==> src/rtl/osc_trim_pkg.sv <==
package osc_trim_pkg;

  typedef enum logic [1:0] {
    ST_IDLE   = 2'd0,
    ST_SETTLE = 2'd1,
    ST_REQ    = 2'd2,
    ST_WAIT   = 2'd3
  } cal_state_t;

  typedef enum logic [2:0] {
    PH_PRE    = 3'd0,
    PH_BISECT = 3'd1,
    PH_END_LO = 3'd2,
    PH_END_HI = 3'd3,
    PH_FINAL  = 3'd4
  } cal_phase_t;

  // meter count expected for a target in MHz (reference 26, 512 window)
  function automatic logic [31:0] mhz_to_count(input logic [31:0] mhz);
    return (mhz << 9) / 32'd26;
  endfunction

  function automatic logic [31:0] abs_diff(input logic [31:0] a, input logic [31:0] b);
    return (a > b) ? (a - b) : (b - a);
  endfunction

  // open window of +/-4 percent around the target
  function automatic logic in_band(input logic [31:0] cnt, input logic [31:0] tgt);
    logic [31:0] lo_lim;
    logic [31:0] hi_lim;
    lo_lim = (tgt * 32'd960) / 32'd1000;
    hi_lim = (tgt * 32'd1040) / 32'd1000;
    return (cnt > lo_lim) && (cnt < hi_lim);
  endfunction

endpackage

==> src/rtl/trim_settle_timer.sv <==
module trim_settle_timer #(
  parameter int SET_W = 16
) (
  input  logic             clk,
  input  logic             rst_n,
  input  logic             load_i,
  input  logic [SET_W-1:0] value_i,
  output logic             zero_o
);
  logic [SET_W-1:0] cnt_q;

  always_ff @(posedge clk or negedge rst_n) begin
    if (!rst_n)           cnt_q <= '0;
    else if (load_i)      cnt_q <= value_i;
    else if (cnt_q != '0) cnt_q <= cnt_q - 1'b1;
  end

  assign zero_o = (cnt_q == '0);

  // the settle count falls by one each cycle it runs
  p_settle_countdown_r7: assert property (@(posedge clk) disable iff (!rst_n)
    (!load_i && cnt_q != '0) |=> (cnt_q == $past(cnt_q) - 1'b1));

endmodule

==> src/rtl/trim_search_step.sv <==
module trim_search_step #(
  parameter int CODE_W = 7
) (
  input  logic [CODE_W-1:0] low_i,
  input  logic [CODE_W-1:0] high_i,
  input  logic [CODE_W-1:0] mid_i,
  input  logic              above_i,
  output logic [CODE_W-1:0] low_o,
  output logic [CODE_W-1:0] high_o,
  output logic [CODE_W-1:0] mid_o,
  output logic              last_o
);
  logic [CODE_W:0] sum;

  always_comb begin
    low_o  = above_i ? low_i : mid_i;
    high_o = above_i ? mid_i : high_i;
    sum    = {1'b0, low_o} + {1'b0, high_o};
    mid_o  = sum[CODE_W:1];
    last_o = (mid_o == low_o);
  end

endmodule

==> src/rtl/osc_trim_cal.sv <==
module osc_trim_cal
  import osc_trim_pkg::*;
#(
  parameter int CODE_W       = 7,
  parameter int CNT_W        = 16,
  parameter int MHZ_W        = 10,
  parameter int SET_W        = 16,
  parameter int TMO_CYCLES   = 256,
  parameter int DEFAULT_CODE = 64
) (
  input  logic              clk,
  input  logic              rst_n,
  input  logic              start_i,
  input  logic [MHZ_W-1:0]  target_mhz_i,
  input  logic [SET_W-1:0]  settle_cycles_i,
  output logic              meas_start_o,
  input  logic              meas_done_i,
  input  logic [CNT_W-1:0]  meas_count_i,
  output logic [CODE_W-1:0] trim_o,
  output logic              done_o,
  output logic              pass_o,
  output logic              fail_o
);
  localparam logic [CODE_W-1:0] CODE_MAX  = {CODE_W{1'b1}};
  localparam logic [CODE_W-1:0] CODE_FIRST = CODE_MAX >> 1;
  localparam int TMO_W = $clog2(TMO_CYCLES + 1);
  localparam logic [TMO_W-1:0] TMO_LAST = TMO_W'(TMO_CYCLES - 1);

  cal_state_t        state_q;
  cal_phase_t        phase_q;
  logic [CODE_W-1:0] trim_q, low_q, high_q;
  logic [CNT_W-1:0]  target_q, err_lo_q;
  logic [TMO_W-1:0]  tmo_q;
  logic              done_q, pass_q, fail_q;

  // named internal events
  logic              settle_zero;
  logic              result_ev;
  logic              timeout_ev;
  logic              band_ok;
  logic              above;
  logic [CNT_W-1:0]  err_now;
  logic [CODE_W-1:0] nx_low, nx_high, nx_mid;
  logic              nx_last;

  assign result_ev  = (state_q == ST_WAIT) && meas_done_i;
  assign timeout_ev = (state_q == ST_WAIT) && !meas_done_i && (tmo_q == TMO_LAST);
  assign above      = (meas_count_i > target_q);
  assign band_ok    = in_band(32'(meas_count_i), 32'(target_q));
  assign err_now    = CNT_W'(abs_diff(32'(meas_count_i), 32'(target_q)));

  trim_settle_timer #(.SET_W(SET_W)) i_settle (
    .clk     (clk),
    .rst_n   (rst_n),
    .load_i  (state_q != ST_SETTLE),
    .value_i (settle_cycles_i),
    .zero_o  (settle_zero)
  );

  trim_search_step #(.CODE_W(CODE_W)) i_step (
    .low_i   (low_q),
    .high_i  (high_q),
    .mid_i   (trim_q),
    .above_i (above),
    .low_o   (nx_low),
    .high_o  (nx_high),
    .mid_o   (nx_mid),
    .last_o  (nx_last)
  );

  always_ff @(posedge clk or negedge rst_n) begin
    if (!rst_n) begin
      state_q  <= ST_IDLE;
      phase_q  <= PH_PRE;
      trim_q   <= CODE_W'(DEFAULT_CODE);
      low_q    <= '0;
      high_q   <= CODE_MAX;
      target_q <= '0;
      err_lo_q <= '0;
      tmo_q    <= '0;
      done_q   <= 1'b0;
      pass_q   <= 1'b0;
      fail_q   <= 1'b0;
    end else begin
      done_q <= 1'b0;
      unique case (state_q)
        ST_IDLE: if (start_i) begin
          target_q <= CNT_W'(mhz_to_count(32'(target_mhz_i)));
          phase_q  <= PH_PRE;
          pass_q   <= 1'b0;
          fail_q   <= 1'b0;
          state_q  <= ST_SETTLE;
        end
        ST_SETTLE: if (settle_zero) state_q <= ST_REQ;
        ST_REQ: begin
          tmo_q   <= '0;
          state_q <= ST_WAIT;
        end
        ST_WAIT: begin
          if (result_ev) begin
            state_q <= ST_SETTLE;
            unique case (phase_q)
              PH_PRE: begin
                if (band_ok) begin
                  done_q  <= 1'b1;
                  pass_q  <= 1'b1;
                  state_q <= ST_IDLE;
                end else begin
                  low_q   <= '0;
                  high_q  <= CODE_MAX;
                  trim_q  <= CODE_FIRST;
                  phase_q <= PH_BISECT;
                end
              end
              PH_BISECT: begin
                low_q  <= nx_low;
                high_q <= nx_high;
                if (nx_last) begin
                  trim_q  <= nx_low;
                  phase_q <= PH_END_LO;
                end else begin
                  trim_q <= nx_mid;
                end
              end
              PH_END_LO: begin
                err_lo_q <= err_now;
                trim_q   <= high_q;
                phase_q  <= PH_END_HI;
              end
              PH_END_HI: begin
                trim_q  <= (err_lo_q < err_now) ? low_q : high_q;
                phase_q <= PH_FINAL;
              end
              default: begin
                done_q  <= 1'b1;
                pass_q  <= band_ok;
                fail_q  <= !band_ok;
                state_q <= ST_IDLE;
              end
            endcase
          end else if (timeout_ev) begin
            done_q  <= 1'b1;
            fail_q  <= 1'b1;
            state_q <= ST_IDLE;
          end else begin
            tmo_q <= tmo_q + 1'b1;
          end
        end
        default: state_q <= ST_IDLE;
      endcase
    end
  end

  assign meas_start_o = (state_q == ST_REQ);
  assign trim_o       = trim_q;
  assign done_o       = done_q;
  assign pass_o       = pass_q;
  assign fail_o       = fail_q;

  // the meter request lasts one cycle
  p_start_pulse_r8: assert property (@(posedge clk) disable iff (!rst_n)
    meas_start_o |=> !meas_start_o);
  // trim does not move while the meter is counting
  p_trim_hold_r8: assert property (@(posedge clk) disable iff (!rst_n)
    (state_q == ST_WAIT) |-> $stable(trim_q));
  // a request only follows an expired settle count
  p_settled_r7: assert property (@(posedge clk) disable iff (!rst_n)
    meas_start_o |-> $past(settle_zero));
  // end-of-run strobe is a single cycle
  p_done_pulse_r10: assert property (@(posedge clk) disable iff (!rst_n)
    done_o |=> !done_o);
  // verdict flags are exclusive
  p_flags_excl_r10: assert property (@(posedge clk) disable iff (!rst_n)
    !(pass_o && fail_o));
  // the search interval stays ordered while bisecting
  p_range_order_r4: assert property (@(posedge clk) disable iff (!rst_n)
    (phase_q == PH_BISECT && state_q != ST_IDLE) |-> (low_q < high_q));
  // a timeout always ends the run as a failure
  p_timeout_fail_r9: assert property (@(posedge clk) disable iff (!rst_n)
    timeout_ev |=> (done_o && fail_o));

endmodule

==> config.mk <==
export PLATFORM = sky130hd
export DESIGN_NAME = osc_trim_cal
export DESIGN_NICKNAME = d
export VERILOG_FILES = /design/src/rtl/osc_trim_pkg.sv /design/src/rtl/trim_settle_timer.sv /design/src/rtl/trim_search_step.sv /design/src/rtl/osc_trim_cal.sv
export SDC_FILE = /design/constraint.sdc
export NUM_CORES = 1
export LEC_CHECK = 0
export ABC_AREA = 1
export BUFFER_PORTS_ARGS = -buffer_cell sky130_fd_sc_hd__buf_2
export CAP_MARGIN = 25
export CORE_ASPECT_RATIO = 0.6
export CORE_MARGIN = 2
export CORE_UTILIZATION = 25
export CTS_BUF_LIST = sky130_fd_sc_hd__clkbuf_8
export DETAILED_ROUTE_END_ITERATION = 10
export GPL_TIMING_DRIVEN = 0
export PLACE_DENSITY_LB_ADDON = 0.05
export SETUP_SLACK_MARGIN = 0.5
export SYNTH_ARGS = -nofsm -noshare
export SYNTH_HDL_FRONTEND = slang
export SYNTH_SLANG_ARGS = --single-unit
==> constraint.sdc <==
create_clock -name clk -period 34.3 [get_ports clk]
set_input_delay 3.43 -clock clk [delete_from_list [all_inputs] [get_ports clk]]
set_output_delay 3.43 -clock clk [all_outputs]
set_load 0.005 [all_outputs]
# Word-level counts from Yosys, hierarchy flattened
# Cells that the tools add are included.
[classes]
eq_ne = 22
n_lt_le_gt_ge = 5
n_div = 3
reduce_logical = 26
n_mux = 43
n_addsub = 5
multipliers = 2
[op_table]
columns = ["cell", "n"]
rows = [
  ["$mux W7", 7],
  ["$mux W16", 3],
  ["$div A19 B5 Y32 const B", 1],
  ["$div A26 B10 Y32 const B", 1],
  ["$div A27 B10 Y32 const B", 1],
  ["$gt A16 B16 Y1", 2],
  ["$gt A16 B32 Y1", 1],
  ["$lt A16 B32 Y1", 1],
  ["$sub A16 B16 Y16", 2],
  ["$pmux W7 S2", 2],
  ["$pmux W7 S4", 1],
  ["$mul A16 B7 Y23 const B", 1],
  ["$mul A16 B4 Y20 const B", 1],
  ["$mux W9", 2],
  ["$pmux W9 S2", 1],
  ["$logic_not A16 Y1", 1],
  ["$lt A16 B16 Y1", 1],
  ["$reduce_bool A16 Y1", 1],
  ["$sub A16 B1 Y16 const B", 1],
  ["$mux W3", 4],
  ["$ne A2 B2 Y1 const B", 6],
  ["$ne A3 B3 Y1 const B", 4],
  ["$pmux W3 S4", 1],
  ["$reduce_and A4 Y1", 3],
  ["other kinds (28)", 57],
]
[word_totals]
input_bits = 46
output_inout_bits = 11
ff_bits = 86
word_cells = 118

# Longest topological paths before layout
[logic_depth]
ltp_word = 8
depth_mapped = 135
mapped_depth_nobuf = 133

# Modules after synthesis
# From an unflattened synthesis, not the netlist that was laid out.
[unflattened]
cells_unflattened = 3421
area_unflattened_um2 = 21215.3
[by_module_without_submodules]
columns = ["module", "cells_per_inst", "n_inst", "area_each_um2", "seq_area_each_um2"]
rows = [
  ["osc_trim_cal", 3118, 1, 19396.1, 1736.7],
  ["trim_settle_timer", 168, 1, 1133.6, 400.4],
  ["trim_search_step", 135, 1, 685.7, 0.0],
]

# Worst setup path after synthesis
# OpenSTA, ideal clock, no wires.
[synth_path]
path_type = "register to register"
startpoint = "register target_q[3]"
endpoint = "register low_q[5]"
required_time_ns = 34.235
setup_slack_ns = 20.565
path_stages_with_launch = 125
setup_ns = 0.065
t_arrival_ns = 13.670
path_buffers = 3
period_less_slack_ns = 13.735
cell_sequence = "dfrtp_1 -> inv_1 -> fa_1 -> fa_1 -> inv_1 -> ha_1 -> a21oi_1 -> o21ai_2 -> nand2_1 -> nand2_1 -> a21oi_1 -> o21ai_2 -> a21oi_2 -> o21bai_1 -> a21boi_1 -> o21ai_2 -> nand2_1 -> nand2_1 -> [89 not listed] -> nand2_1 -> nand3_1 -> nor2_1 -> nand2_1 -> ha_1 -> o211ai_1 -> a21o_1 -> a21oi_1 -> o21ai_0 -> a221oi_1 -> nor2_1 -> nand2_2 -> nand2_1 -> nand2_2 -> nand2_4 -> buf_12 -> nand2_1 -> nand2_1"
[synth_via]
elab_chain_len = 6
elab_cells_between_ends = 12
classes_between = "mul: 2; div: 2; order compare: 3; eq/ne: 1; mux: 2; reduce/logical: 2"
[synth_lines]
columns = ["element", "line_no", "source"]
rows = [
  ["from (decl)", "osc_trim_cal.sv:32", "logic [CNT_W-1:0] target_q, err_lo_q;"],
  ["from (signal assigned)", "osc_trim_cal.sv:88", "target_q <= CNT_W'(mhz_to_count(32'(target_mhz_i)));"],
  ["$mul A16 B7 Y23 or $mul A16 B4 Y20 (tied branches)", "osc_trim_pkg.sv:32, osc_trim_pkg.sv:31", ""],
  ["$div A27 B10 Y32 or $div A26 B10 Y32 (tied branches)", "osc_trim_pkg.sv:32, osc_trim_pkg.sv:31", ""],
  ["$lt A16 B32 Y1 or $gt A16 B32 Y1 (tied branches)", "osc_trim_pkg.sv:33", "return (cnt > lo_lim) && (cnt < hi_lim);"],
  ["$logic_and A1 B1 Y1", "osc_trim_pkg.sv:33", ""],
  ["$ne A2 B2 Y1 (no source line)", "-", ""],
  ["$reduce_and A4 Y1 (no source line)", "-", ""],
  ["to (signal assigned)", "osc_trim_cal.sv:116", "low_q <= nx_low;"],
  ["to (decl)", "osc_trim_cal.sv:31", "logic [CODE_W-1:0] trim_q, low_q, high_q;"],
]
# Several ways; a longest one is shown, not always the timed one.
# A chain may end at the register's enable or synchronous reset.

# Worst setup path in the final report
# Ends and elaborated chain as after synthesis.

==> run summary <==
Status: complete, no violations
Largest net degree at the start of global routing: 44
CP max FO: 10
RSZ-0062 raised after global routing: false
Syn Inst Count: 3,252
Cts bufs inserted: 9
Ys async rst share: 1.00
Total Die Area: 0.0836 mm²
Vias per std cell: 4.52
Worst slew pin tran: 0.768 ns
Placed cell area: 0.0220 mm²
Peak-usage layer in the global routing report: met1
Tmin final: 17.15 ns
Total of max-cap violations: 0
Cts-stage hold buffer count: 0
Grt met1 use: 0.258
FILL cells: 8,957
Crit Path Class: flop to flop
Layout overhead on the synthesized area: 9.10%
Ys flop type: dfrtp_1
# H-tree levels: 3
Port Buf Inserts: 56
Fin Hold WS: 0.495 ns
Hpwl dp: 54,200 µm
Yosys reg bits: 85
Register area share after synthesis: 0.105
Relative slew slack: 0.488
Warning count from the yosys run: 0
Met2 usage: 0.199
Routed vias: 19,900
Die Wd: 372 µm
Mapped Area: 0.0203 mm²
Cell area after layout: 0.0222 mm²
Drt first pass iters: 5
First-pass GRT wire length: 102,000 µm
Clk_lat worst skew: 0.42 ns
Fin nets: 3,550
CORE AREA: 0.0800 mm²
Max Freq: 0.0583 GHz
Worst path most repeated cell: nand2_2
Min-Delay Path Class: flop to flop
Number of cells on the worst reg-to-reg path: 125
GPL Wtd Cong: 0.838
Final ANT Viol Nets: 0
Top Ports: 57
Hold path cells: 2
PostCTS Resize Cnt: 0
Worst Clk Skew: 0.0278 ns
# rows: 80
Synthesized area per cell: 6.25 µm²
Final setup vio count: 0
Most common cell after layout, fill and taps aside: nand2_1
Worst setup SP type: flop
CTS tree: yes
Synth Net Count: 3,482
Die height: 225 µm
Max clock buf depth: 2
Number of clock sinks: 85
Dpl ws: 16.95 ns
WP data required: 34.67 ns
CP Capture Type: flop
Worst setup margin: 17.15 ns
M3 GR Usage: 0.0130
Clock slew at reported path FFs: 0.12 ns
Avg WL per Cell: 14.1 µm
Fin Setup TNS: 0 ns
Overall Global Routing Usage: 0.151
EDFF count, synth: 0
Post-CTS setup buffers: 0
Netlist cell types: 84
Hold Fails Final Rpt: 0
DRC violations left: 0
Most frequent cells in the layout: nand2_1, inv_1, nor2_1
Gr ovfl total: 0
Vias in the first global route: 18,900
Slowest Stage Delay on Critical Path: 0.68 ns
Crit-path slowest cell: dfrtp_1
Starting DRT DRC Count: 1,224
Layout cell share with drive strength beyond 1: 0.194
CP Data Arrival Time: 17.52 ns
Total Routed Length: 62,100 µm
Clock root cell: clkbuf_8
Antenna violations before repair: 3
Ratio of final minimum period to clock period: 0.500
Final Max Slew Viols: 0
Initial Utilization: 0.254
==> sequential cells by signal, summed over array words and instances, names as in the netlist <==
register,cells
done_o,1
state_q,2
phase_q,3
fail_o,1
tmo_q,9
err_lo_q,16
trim_o,7
target_q,15
high_q,7
i_settle.cnt_q,16
low_q,7
pass_o,1
==> critical path: cells and delay by family, from the launching register on <==
kind	cells	cell delay [ns]
and+or+nand+nor	87	9.09
buffers and inverters	13	1.54
xor gates and xnor gates	2	0.51
DFF	1	0.68
adders and majority gates	7	2.29
AOI/OAI and AO/OA	16	2.89
==> per-layer routing <==
metal	vias to the layer above	wire length, µm
met5	-	0
met4	0	495
met3	21	1710
met2	261	22000
met1	9066	37800
li1	10500	-
==> synthesized netlist by cell type (5+ instances only) <==
cell       count  share of area
nand2_1      762           0.14
inv_1        494          0.091
nor2_1       255          0.047
nand3_1      251          0.062
nand2_2      203          0.063
ha_1         153          0.094
a21oi_1      126          0.031
o21ai_0      126          0.031
xor2_1       110          0.047
dfrtp_1       77          0.095
nand2_4       64          0.035
inv_2         56          0.010
nor2_2        55          0.017
nand3_2       52          0.026
o21ai_1       48          0.012
nor3_1        39         0.0096
nand4_1       37          0.011
fa_1          31          0.031
xnor2_1       27          0.012
o21ai_2       21         0.0091
nand3b_1      18         0.0067
nor2_4        18          0.010
o211ai_1      17         0.0063
a21oi_2       13         0.0056
clkbuf_1      12         0.0022
o21bai_1      12         0.0044
clkinv_1      10         0.0018
a21oi_4        9         0.0072
dfstp_2        8          0.010
nand3_4        8         0.0069
a21o_1         7         0.0026
inv_4          7         0.0022
a31oi_1        6         0.0018
and2_1         6         0.0018
buf_6          6         0.0033
o22ai_1        6         0.0018
or2_2          6         0.0018
xor2_2         6         0.0048
a22o_1         5         0.0022
o2111ai_1      5         0.0022
o21bai_2       5         0.0028
o221ai_1       5         0.0022
==> path summary, 6_finish.rpt <==
check | from | endpoint | slack [ns]
min in group asynchronous | rst_n | trim_o[3] | 3.03
worst max register to register | target_q[3] | low_q[5] | 17.15
worst max-delay path | target_q[3] | low_q[5] | 17.15
max in group asynchronous | rst_n | target_q[0] | 30.59
worst min register to register | fail_o | fail_o | 0.49
worst min-delay path | fail_o | fail_o | 0.49
==> kinds of logic (layout without fill, tap and decap cells) <==
logic type,count (synthesis),in the layout,share of synthesized area
simple gates,1799,1799,0.453
buf+inv,597,670,0.117
compound gates,440,440,0.134
fa+ha+maj,184,184,0.125
xor+xnor,143,143,0.0639
flops,85,85,0.105
mux,4,4,0.00197
other cells,0,2,0
==> metrics by stage <==
stage / util / cells
after floorplan: - / 3252
after global placement: 0.274 / 4374
after detailed placement: 0.275 / 4375
after CTS: 0.277 / 4391
after global routing: 0.277 / 4393
final: 0.277 / 4393
==> area by class of cell <==
cell class | count | area, µm² | area share
repair buffers | 57 | 310 | 0.0140
clock buffers | 9 | 124 | 0.00559
multi-input cells | 2570 | 15800 | 0.713
inverters | 572 | 2190 | 0.0989
flip-flops and latches | 85 | 2140 | 0.0964
plain buffers | 25 | 185 | 0.00836
diodes | 2 | 5.00 | 0.000226
clock inverters | 7 | 75.1 | 0.00339
well taps | 1066 | 1330 | 0.0602
Power is not shown: default switching activity piles up to over one toggle a cycle in this logic, so the estimate is an artifact.
